$ cat src/rtl/exc_pkg.sv
package exc_pkg;

  typedef enum logic [1:0] {
    MODE_USR = 2'd0,
    MODE_FIQ = 2'd1,
    MODE_IRQ = 2'd2,
    MODE_SVC = 2'd3
  } cpu_mode_e;

  typedef struct packed {
    logic      fdis;
    logic      idis;
    cpu_mode_e mode;
  } stat_t;

  typedef enum logic [1:0] {
    CLS_NONE = 2'd0,
    CLS_TRAP = 2'd1,
    CLS_FIQ  = 2'd2,
    CLS_IRQ  = 2'd3
  } exc_cls_e;

  typedef enum logic [1:0] {
    PH_IDLE  = 2'd0,
    PH_SAVE  = 2'd1,
    PH_FORCE = 2'd2
  } phase_e;

  localparam int unsigned NUM_BANKS = 3;

  function automatic cpu_mode_e mode_of(exc_cls_e c);
    case (c)
      CLS_FIQ:  return MODE_FIQ;
      CLS_IRQ:  return MODE_IRQ;
      CLS_TRAP: return MODE_SVC;
      default:  return MODE_USR;
    endcase
  endfunction

  function automatic stat_t force_stat(exc_cls_e c, stat_t cur);
    stat_t r;
    r = cur;
    case (c)
      CLS_FIQ: begin
        r.fdis = 1'b1;
        r.idis = 1'b1;
        r.mode = MODE_FIQ;
      end
      CLS_IRQ: begin
        r.idis = 1'b1;
        r.mode = MODE_IRQ;
      end
      CLS_TRAP: begin
        r.idis = 1'b1;
        r.mode = MODE_SVC;
      end
      default: r = cur;
    endcase
    return r;
  endfunction

endpackage

$ cat src/rtl/exc_sync.sv
module exc_sync #(
  parameter int unsigned STAGES = 2
) (
  input  logic clk,
  input  logic rst,
  input  logic req_i,
  output logic req_o
);

  logic [STAGES-1:0] q;

  generate
    for (genvar g = 0; g < STAGES; g++) begin : g_stage
      if (g == 0) begin : g_first
        always_ff @(posedge clk) begin
          if (rst) q[0] <= 1'b0;
          else     q[0] <= req_i;
        end
      end else begin : g_next
        always_ff @(posedge clk) begin
          if (rst) q[g] <= 1'b0;
          else     q[g] <= q[g-1];
        end
      end
    end
  endgenerate

  assign req_o = q[STAGES-1];

  // the first stage follows the raw input by exactly one edge
  a_r2_first_stage: assert property (@(posedge clk) disable iff (rst)
    !$past(rst) |-> (q[0] == $past(req_i)));

endmodule

$ cat src/rtl/exc_arbiter.sv
module exc_arbiter
  import exc_pkg::*;
(
  input  logic     idle_i,
  input  logic     done_i,
  input  logic     ret_i,
  input  logic     swi_i,
  input  logic     fiq_i,
  input  logic     irq_i,
  input  stat_t    stat_i,
  output logic     take_ret_o,
  output exc_cls_e sel_o
);

  logic slot;

  always_comb begin
    slot       = idle_i && done_i;
    take_ret_o = slot && ret_i && (stat_i.mode != MODE_USR);
    sel_o      = CLS_NONE;
    if (slot && !take_ret_o) begin
      if (swi_i)                     sel_o = CLS_TRAP;
      else if (fiq_i && !stat_i.fdis) sel_o = CLS_FIQ;
      else if (irq_i && !stat_i.idis) sel_o = CLS_IRQ;
    end
  end

  always_comb begin
    // fast request wins over normal request when both are enabled
    if (slot && !ret_i && !swi_i && fiq_i && irq_i && !stat_i.fdis && !stat_i.idis)
      a_r5_fiq_first: assert (sel_o == CLS_FIQ);
    // a masked normal request is never chosen
    if (stat_i.idis)
      a_r6_irq_masked: assert (sel_o != CLS_IRQ);
  end

endmodule

$ cat src/rtl/exc_bank.sv
module exc_bank
  import exc_pkg::*;
#(
  parameter int unsigned PC_W = 32
) (
  input  logic            clk,
  input  logic            rst,
  input  logic            we_i,
  input  cpu_mode_e       wr_mode_i,
  input  logic [PC_W-1:0] wr_pc_i,
  input  stat_t           wr_stat_i,
  input  cpu_mode_e       rd_mode_i,
  output logic [PC_W-1:0] rd_pc_o,
  output stat_t           rd_stat_o
);

  logic [NUM_BANKS-1:0][PC_W-1:0] pc_q;
  stat_t [NUM_BANKS-1:0]          st_q;

  generate
    for (genvar g = 0; g < NUM_BANKS; g++) begin : g_bank
      always_ff @(posedge clk) begin
        if (rst) begin
          pc_q[g] <= '0;
          st_q[g] <= '0;
        end else if (we_i && (wr_mode_i == cpu_mode_e'(2'(g + 1)))) begin
          pc_q[g] <= wr_pc_i;
          st_q[g] <= wr_stat_i;
        end
      end
    end
  endgenerate

  always_comb begin
    rd_pc_o   = '0;
    rd_stat_o = '0;
    for (int i = 0; i < NUM_BANKS; i++) begin
      if (rd_mode_i == cpu_mode_e'(2'(i + 1))) begin
        rd_pc_o   = pc_q[i];
        rd_stat_o = st_q[i];
      end
    end
  end

  // saved copies change only on an entry write
  a_r9_bank_hold: assert property (@(posedge clk) disable iff (rst)
    !we_i |=> ($stable(pc_q) && $stable(st_q)));

endmodule

$ cat src/rtl/exc_entry_seq.sv
module exc_entry_seq
  import exc_pkg::*;
#(
  parameter int unsigned PC_W        = 32,
  parameter int unsigned ARG_W       = 24,
  parameter int unsigned SYNC_STAGES = 2,
  parameter int unsigned VEC_TRAP    = 32'h08,
  parameter int unsigned VEC_IRQ     = 32'h18,
  parameter int unsigned VEC_FIQ     = 32'h1C
) (
  input  logic             clk,
  input  logic             rst,
  input  logic             fiq_req_i,
  input  logic             irq_req_i,
  input  logic             insn_done_i,
  input  logic             swi_i,
  input  logic [ARG_W-1:0] swi_arg_i,
  input  logic             ret_i,
  input  logic [PC_W-1:0]  ret_addr_i,
  output logic             pc_load_o,
  output logic [PC_W-1:0]  pc_next_o,
  output logic [3:0]       status_o,
  output logic             busy_o,
  output logic [ARG_W-1:0] trap_arg_o
);

  localparam logic [PC_W-1:0] V_TRAP = PC_W'(VEC_TRAP);
  localparam logic [PC_W-1:0] V_IRQ  = PC_W'(VEC_IRQ);
  localparam logic [PC_W-1:0] V_FIQ  = PC_W'(VEC_FIQ);

  function automatic logic [PC_W-1:0] vec_of(exc_cls_e c);
    case (c)
      CLS_FIQ:  return V_FIQ;
      CLS_IRQ:  return V_IRQ;
      default:  return V_TRAP;
    endcase
  endfunction

  phase_e           phase_q;
  exc_cls_e         cls_q;
  logic [PC_W-1:0]  cap_pc_q;
  stat_t            stat_q;
  logic             pc_load_q;
  logic [PC_W-1:0]  pc_next_q;
  logic             busy_q;
  logic [ARG_W-1:0] arg_q;

  logic             fiq_s, irq_s;
  logic             take_ret;
  exc_cls_e         sel;
  logic [PC_W-1:0]  rd_pc;
  stat_t            rd_stat;

  exc_sync #(.STAGES(SYNC_STAGES)) u_sync_fiq (
    .clk(clk), .rst(rst), .req_i(fiq_req_i), .req_o(fiq_s)
  );

  exc_sync #(.STAGES(SYNC_STAGES)) u_sync_irq (
    .clk(clk), .rst(rst), .req_i(irq_req_i), .req_o(irq_s)
  );

  exc_arbiter u_arb (
    .idle_i    (phase_q == PH_IDLE),
    .done_i    (insn_done_i),
    .ret_i     (ret_i),
    .swi_i     (swi_i),
    .fiq_i     (fiq_s),
    .irq_i     (irq_s),
    .stat_i    (stat_q),
    .take_ret_o(take_ret),
    .sel_o     (sel)
  );

  exc_bank #(.PC_W(PC_W)) u_bank (
    .clk      (clk),
    .rst      (rst),
    .we_i     (phase_q == PH_SAVE),
    .wr_mode_i(mode_of(cls_q)),
    .wr_pc_i  (cap_pc_q),
    .wr_stat_i(stat_q),
    .rd_mode_i(stat_q.mode),
    .rd_pc_o  (rd_pc),
    .rd_stat_o(rd_stat)
  );

  always_ff @(posedge clk) begin
    if (rst) begin
      phase_q   <= PH_IDLE;
      cls_q     <= CLS_NONE;
      cap_pc_q  <= '0;
      stat_q    <= '0;
      pc_load_q <= 1'b0;
      pc_next_q <= '0;
      busy_q    <= 1'b0;
      arg_q     <= '0;
    end else begin
      case (phase_q)
        PH_IDLE: begin
          pc_load_q <= 1'b0;
          if (take_ret) begin
            stat_q    <= rd_stat;
            pc_next_q <= rd_pc;
            pc_load_q <= 1'b1;
          end else if (sel != CLS_NONE) begin
            cls_q    <= sel;
            cap_pc_q <= ret_addr_i;
            busy_q   <= 1'b1;
            phase_q  <= PH_SAVE;
            if (sel == CLS_TRAP) arg_q <= swi_arg_i;
          end
        end
        PH_SAVE: begin
          phase_q <= PH_FORCE;
        end
        PH_FORCE: begin
          stat_q    <= force_stat(cls_q, stat_q);
          pc_next_q <= vec_of(cls_q);
          pc_load_q <= 1'b1;
          busy_q    <= 1'b0;
          phase_q   <= PH_IDLE;
        end
        default: phase_q <= PH_IDLE;
      endcase
    end
  end

  assign pc_load_o  = pc_load_q;
  assign pc_next_o  = pc_next_q;
  assign status_o   = stat_q;
  assign busy_o     = busy_q;
  assign trap_arg_o = arg_q;

  // entry occupies exactly two busy cycles
  a_r3_busy_len: assert property (@(posedge clk) disable iff (rst)
    $rose(busy_q) |=> busy_q ##1 !busy_q);

  // the load strobe follows the end of entry
  a_r3_load_after: assert property (@(posedge clk) disable iff (rst)
    $fell(busy_q) |-> pc_load_q);

  // entry only starts after a completed instruction
  a_r4_wait_done: assert property (@(posedge clk) disable iff (rst)
    $rose(busy_q) |-> $past(insn_done_i));

  // fast entry leaves both disables set
  a_r6_fiq_masks: assert property (@(posedge clk) disable iff (rst)
    (phase_q == PH_FORCE && cls_q == CLS_FIQ) |=>
      (stat_q.fdis && stat_q.idis && stat_q.mode == MODE_FIQ));

  // load value after entry matches the class vector
  a_r7_vector: assert property (@(posedge clk) disable iff (rst)
    (phase_q == PH_FORCE) |=> (pc_next_q == vec_of($past(cls_q))));

  // trap argument only changes when a trap is accepted
  a_r8_arg_hold: assert property (@(posedge clk) disable iff (rst)
    !(sel == CLS_TRAP) |=> $stable(arg_q));

  // a return in user mode produces no load
  a_r10_user_ret: assert property (@(posedge clk) disable iff (rst)
    (phase_q == PH_IDLE && insn_done_i && ret_i && stat_q.mode == MODE_USR) |=> !pc_load_q);

endmodule

$ cat config.mk
export PLATFORM = sky130hd
export DESIGN_NAME = exc_entry_seq
export DESIGN_NICKNAME = d
export VERILOG_FILES = /design/src/rtl/exc_pkg.sv /design/src/rtl/exc_sync.sv /design/src/rtl/exc_arbiter.sv /design/src/rtl/exc_bank.sv /design/src/rtl/exc_entry_seq.sv
export SDC_FILE = /design/constraint.sdc
export NUM_CORES = 1
export LEC_CHECK = 0
export ABC_CLOCK_PERIOD_IN_PS = 2000
export BUFFER_PORTS_ARGS = -buffer_cell sky130_fd_sc_hd__buf_2
export CORE_MARGIN = 4
export CORE_UTILIZATION = 40
export DETAILED_ROUTE_END_ITERATION = 12
export PLACE_DENSITY = 0.64
export SYNTH_ARGS = -nofsm -noshare
export SYNTH_HDL_FRONTEND = slang
export SYNTH_SLANG_ARGS = --single-unit
$ cat constraint.sdc
create_clock -name clk -period 2 [get_ports clk]
set_clock_uncertainty 0.1 [all_clocks]
set_input_delay 0.1 -clock clk [delete_from_list [all_inputs] [get_ports clk]]
set_output_delay 0.1 -clock clk [all_outputs]
set_load 0.02 [all_outputs]
Word-level counts from Yosys, hierarchy flattened
Cells that the tools add are included.
{ "word_totals": {"mem_bits_ro": 0, "latchBits": 0, "input_bits": 63, "ramBits": 0, "out_inout_bits": 62, "memories": 0, "register_bits": 210} }
{ "classes": {"div_mod_pow": 0, "n_bitwise": 1, "n_reduce_logical": 23, "n_addsub": 0, "n_mux": 26, "multipliers": 0, "n_eq_ne": 17, "order_cmp": 0, "shift": 0} }
{ "ops": {"columns": ["op", "count"], "rows": [
  ["32-bit two-way mux", 4],
  ["32-bit case mux with 2 select lines", 1],
  ["4-bit two-way mux", 4],
  ["2-bit == test, second input constant", 7],
  ["2-bit two-way mux", 6],
  ["3-bit AND reduction", 4],
  ["2-bit by 1-bit == test with 1-bit output, second input constant", 5],
  ["5-bit case mux with 2 select lines", 1],
  ["1-bit logical AND", 9],
  ["3-bit case mux with 3 select lines", 1],
  ["4-bit case mux with 2 select lines", 1],
  ["2-bit != test, second input constant", 3],
  ["2-bit case mux with 3 select lines", 1],
  ["2-bit nonzero test", 3],
  ["1-bit two-way mux", 4],
  ["4-bit by 1-bit != test with 1-bit output, second input constant", 1],
  ["1-bit case mux with 2 select lines", 2],
  ["2-bit case mux with 2 select lines", 1],
  ["2-bit AND reduction", 2],
  ["4-bit AND reduction", 1],
  ["1-bit zero test", 3],
  ["2-bit zero test", 1],
  ["2-bit by 1-bit != test with 1-bit output, second input constant", 1],
  ["1-bit NOT", 1]
]} }

Depth between registers and ports, before layout
{ "logic_depth": {"depth_word": 11, "mapped_depth": 7} }

Cells and area by module
Synthesis repeated with hierarchy kept, for this count alone.
{ "unflattened": {"hier_cells": 929, "hier_area_um2": 9292.7} }
{ "by_module_without_submodules": {"columns": ["module", "area_each_um2", "cells_each", "instances"], "rows": [
  ["exc_bank", 5347.6, 479, 1],
  ["exc_entry_seq", 3777.4, 432, 1],
  ["exc_sync", 52.6, 4, 2],
  ["exc_arbiter", 62.6, 10, 1]
]} }

Least setup slack after synthesis
Ideal clock, no wire load.
{ "synth_path": {"path_kind": "flip-flop to flip-flop", "start": "register stat_q, in the netlist status_o[1]", "end": "register pc_next_q[16] (netlist: pc_next_o[16])", "slack_ns": 0.229, "synth_period_minus_slack_ns": 1.771, "required_ns": 1.835, "arrival_time_ns": 1.605, "path_stages_with_launch": 8, "setup_ns": 0.065, "path_cell_list": "dfxtp_1 > buf_4 > nor2b_1 > buf_2 > clkbuf_1 > a22oi_1 > mux2_1 > nor2_1"} }
{ "synth_via": {"elab_chain_cells": 6} }
{ "synth_lines": {"columns": ["element", "line", "rtl"], "rows": [
  ["start, declared", "exc_entry_seq.sv:42", "stat_t stat_q;"],
  ["start signal, assigned", "exc_entry_seq.sv:101", "stat_q <= rd_stat;"],
  ["start signal, assigned", "exc_entry_seq.sv:116", "stat_q <= force_stat(cls_q, stat_q);"],
  ["2-bit by 1-bit == test with 1-bit output", "exc_bank.sv:38", "if (rd_mode_i == cpu_mode_e'(2'(i + 1))) begin"],
  ["32-bit two-way mux (3 in a row)", "exc_bank.sv:38", null],
  ["32-bit two-way mux", "exc_entry_seq.sv:100", "if (take_ret) begin"],
  ["32-bit case mux with 2 select lines", "exc_entry_seq.sv:97", "case (phase_q)"],
  ["end signal, assigned", "exc_entry_seq.sv:102", "pc_next_q <= rd_pc;"],
  ["end signal, assigned", "exc_entry_seq.sv:117", "pc_next_q <= vec_of(cls_q);"],
  ["end, declared", "exc_entry_seq.sv:44", "logic [PC_W-1:0] pc_next_q;"]
]} }
Several ways; a longest one is shown, not always the timed one. The select of a mux whose other input is x is not followed.
A chain may end at the register's enable or synchronous reset.

Worst setup path after layout
{ "layout_path": {"start": "register phase_q[0]", "end": "register pc_next_q[10] (netlist: pc_next_o[10])"} }
{ "layout_via": {"elab_chain_cells": 6} }
{ "layout_lines": {"columns": ["element", "line", "rtl"], "rows": [
  ["start, declared", "exc_entry_seq.sv:39", "phase_e phase_q;"],
  ["start signal, assigned", "exc_entry_seq.sv:88", "phase_q <= PH_IDLE;"],
  ["start signal, assigned", "exc_entry_seq.sv:108", "phase_q <= PH_SAVE;"],
  ["start signal, assigned", "exc_entry_seq.sv:113", "phase_q <= PH_FORCE;"],
  ["2-bit zero test", "exc_entry_seq.sv:63, exc_entry_seq.sv:97", null],
  ["1-bit logical AND", "exc_arbiter.sv:18", "slot = idle_i && done_i;"],
  ["1-bit logical AND (2 in a row)", "exc_arbiter.sv:19", "take_ret_o = slot && ret_i && (stat_i.mode != MODE_USR);"],
  ["2-bit != test (no line)", null, null],
  ["2-bit AND reduction (no line)", null, null]
]} }
Several ways; a longest one is shown, not always the timed one.

==> flow_metrics.py <==
metrics = {
    "outcome": {
        "status": "finished clean",
    },
    "cells_and_area": {
        "synthToLayoutAreaGrowth_pct": 28.63,
        "drive_gt1_frac": 0.2101,
        "num-fill-cells": 1928,
        "antenna_cells": 0,
        "multi_input_area_sq_mm": 0.003742,
        "fin_nets": 1241,
        "register_area_sq_mm": 0.004207,
    },
    "synthesis": {
        "yosysSeqAreaShare": 0.5065,
        "synth_top_area_cell": "dfxtp_1",
        "synthCells": 1008,
        "synth.cell_area_sq_mm": 0.008300,
        "syn_nets": 1071,
        "yosysWarningCount": 0,
        "synth.distinct_cells": 43,
        "yosys-top-cells-area": "dfxtp_1 51%, nand2_1 16%, a21oi_1 10%",
        "ys_ff_latch": 210,
        "avgSynthCellArea_sq_um": 8.235,
        "synth_top_area_share": 0.5065,
    },
    "clock_network": {
        "cts_buffers": 23,
        "ctsResizeCount": 0,
        "h-tree-depth": 1,
        "clkLatencyLatePin_ns": 0.50,
        "clock_path_buffers": 3,
        "clk_pin_slew_ns": 0.06,
        "cts.sinks": 210,
        "cts_tree": "done",
        "cts.root.buffer_cell": "clkbuf_16",
    },
    "critical_path": {
        "slowest_stage": "nor3b_4",
        "crit_path_max_incr_delay_ns": 0.43,
        "arrival_ns": 2.12,
        "worstSetupEndpoint": "pc_next_o[10]",
        "path_cells": "nor3b_4, nand2_4, buf_12, mux2_1, nor2_1",
        "cp-startpoint": "phase_q[0]",
        "critPathLaunchType": "flip-flop",
        "path_depth": 5,
        "cp_max_fo": 15,
        "reg2reg_slack_ns": 0.21,
        "cp_top_family": "simple AND/OR/NAND/NOR gates",
        "worst-path-buf-inv": 1,
        "required_ns": 2.33,
        "r2r_cells": 5,
        "rr_endpoint": "pc_next_o[10]",
        "crit_type": "flip-flop to flip-flop",
        "r2r-start": "phase_q[0]",
        "endpoint_kind": "flip-flop",
    },
    "drt": {
        "vias": 7369,
        "avgRoutedWirePerCell_um": 15.14,
        "postRouteAntennaNets": 0,
        "drc": 0,
        "firstDrtPassIters": 4,
        "viasPerCell": 5.047,
        "wl_um": 22100,
        "first_iter_violations": 445,
    },
    "timing": {
        "rsz0062_at_grt": "no",
        "fin_crit_sh": 0.8972,
        "setup_violations": 0,
        "hold_viol": 0,
        "relSlewSlack": 0.6156,
        "clock.fmax_ghz": 0.5573,
        "worst_pin_slew_ns": 0.5753,
        "drv_slew": 0,
        "fin_crit_ns": 1.794,
        "tns_ns": 0,
    },
    "floorplanning": {
        "rows": 52,
        "chipHeight_um": 152.1,
        "io_pins": 125,
        "die_w_um": 152.1,
        "core_sq_mm": 0.02030,
        "start_util": 0.4089,
        "die-area_sq_mm": 0.02312,
    },
    "placement": {
        "port_buffers": 124,
        "gp_congestion": 0.7891,
        "dp_hpwl_um": 13440,
    },
    "global_route": {
        "grt_pass1_vias": 7244,
        "grt_overflow_total": 0,
        "grt_max_degree": 58,
        "grt_antenna_before_repair": 0,
        "grt_pass1_wl_um": 37070,
        "track_usage": 0.1878,
    },
    "pwr": {
        "p_leak_nw": 3.976,
        "irDropWorstVdd_v": 0.0006139,
        "fin_total_pwr_mw": 8.919,
        "power_per_cell_area_mw_per_mm2": 835.4,
    },
    "worst_hold_path": {
        "hp-class": "input port to flip-flop",
    },
    "run": {
        "drv_cap": 0,
    },
}
[registers in the layout, indices dropped and copies added, names as in the netlist]
register,count
u_bank.pc_q,96
trap_arg_o,24
status_o,4
u_sync_irq.q,1
cls_q,2
u_sync_irq.req_o,1
u_sync_fiq.q,1
phase_q,2
pc_load_o,1
u_sync_fiq.req_o,1
pc_next_o,32
busy_o,1
u_bank.st_q,12
cap_pc_q,32
[logic make-up after synthesis]
kind of cell	synth area share
muxes	0.08788
and+or+nand+nor	0.2073
buffers and inverters	0.04613
DFF	0.5065
AOI/OAI and AO/OA	0.1522
[worst min path at each step]
stage                         start               to  slack [ns]  cells after the start
final                         ret_i       phase_q[0]        0.12                      5
after global routing          ret_i     pc_next_o[4]        0.14                      5
after CTS                     ret_i     pc_next_o[4]         0.1                      5
after detailed placement  irq_req_i  u_sync_irq.q[0]        0.21                      2
after global placement    irq_req_i  u_sync_irq.q[0]        0.21                      2
after floorplan           fiq_req_i  u_sync_fiq.q[0]        0.13                      1
[repair_timing]
item | in CTS | in global routing
hold buffers | 61 | 0
setup buffers | 0 | 0
endpoints found under the hold margin | 87 | 0
endpoints found under the setup margin | 0 | 0
[layout by cell type (no fill, tap or decap), types with 3 or more instances in the layout]
master	Yosys	final
clkbuf_8	0	5
nand2_1	360	360
mux2_1	24	24
a211oi_1	3	3
o22ai_1	3	3
nor2_1	36	36
dlygate4sd3_1	0	61
nor3_1	6	6
a21oi_1	173	173
a22oi_1	29	29
mux2_2	39	39
clkinv_2	0	4
dfxtp_1	210	208
o21ai_0	3	3
buf_2	24	123
buf_4	5	25
buf_12	0	12
clkbuf_16	0	23
clkbuf_1	44	4
inv_1	3	3
nor2b_1	9	8
[per-stage QoR]
| stage | cell area, sq um | util | hold slack, ns | worst slack [ns] | std cells |
|---|---|---|---|---|---|
| 6_report | 10680 | 0.5259 | 0.1205 | 0.2055 | 1460 |
| 5_1_grt | 10680 | 0.5259 | 0.1404 | 0.08892 | 1460 |
| 4_1_cts | 10680 | 0.5259 | 0.09883 | 0.2104 | 1460 |
| 3_5_place_dp | 9356 | 0.4609 | 0.2131 | 0.2253 | 1362 |
| 3_3_place_gp | 9356 | 0.4609 | 0.2105 | 0.2877 | 1362 |
| 2_1_floorplan | 8300 | - | 0.1282 | 0.2294 | 1008 |
[per-layer routing]
layer | global-route usage | up-vias | routed length (um)
met4 | 0.03425 | 0 | 276
li1 | - | 3686 | -
met1 | 0.2505 | 3490 | 10130
met3 | 0.03783 | 27 | 1250
met5 | 0 | - | 0
met2 | 0.3199 | 166 | 10440
[power breakdown]
part / switching (mW) / leakage (nW) / internal, mW / total, mW
Clock: 1.62 / 0.354 / 2.40 / 4.02
Sequential: 0.0676 / 1.70 / 4.26 / 4.33
Combinational: 0.316 / 1.92 / 0.256 / 0.572
[worst register-to-register path, stage by stage, from the launching register on]
cell     delay (ns)
dfxtp_1        0.39
nor3b_4        0.43
nand2_4        0.20
buf_12         0.21
mux2_1         0.33
nor2_1         0.08
[synth_stat cells]
cell type	instances
a211oi_1	3
a21oi_1	173
a221o_1	2
a221oi_1	2
a22o_1	1
a22oi_1	29
a31o_2	1
a31oi_1	1
and2_1	1
and2b_1	1
and3_1	1
buf_2	24
buf_4	5
buf_6	4
clkbuf_1	44
dfxtp_1	210
inv_1	3
inv_2	1
mux2_1	24
mux2_2	39
mux2i_1	2
nand2_1	360
nand2_4	1
nand2b_1	1
nand3_1	3
nand3b_1	2
nor2_1	36
nor2b_1	9
nor3_1	6
nor3_4	1
nor3b_4	1
nor4_1	1
nor4_4	1
o2111ai_1	1
o211ai_1	2
o21a_1	1
o21ai_0	3
o21ai_1	1
o22ai_1	3
o311a_1	1
o311ai_2	1
or2_2	1
or3b_4	1
[cell type report]
cell class | instances | area share
inverters | 4 | 0.001406
clock inverters | 5 | 0.004688
flip-flops and latches | 210 | 0.3940
well taps | 270 | 0.03164
multi-input cells | 717 | 0.3505
clock buffers | 32 | 0.06176
repair buffers | 222 | 0.1560
(Power assumes the default switching activity.)
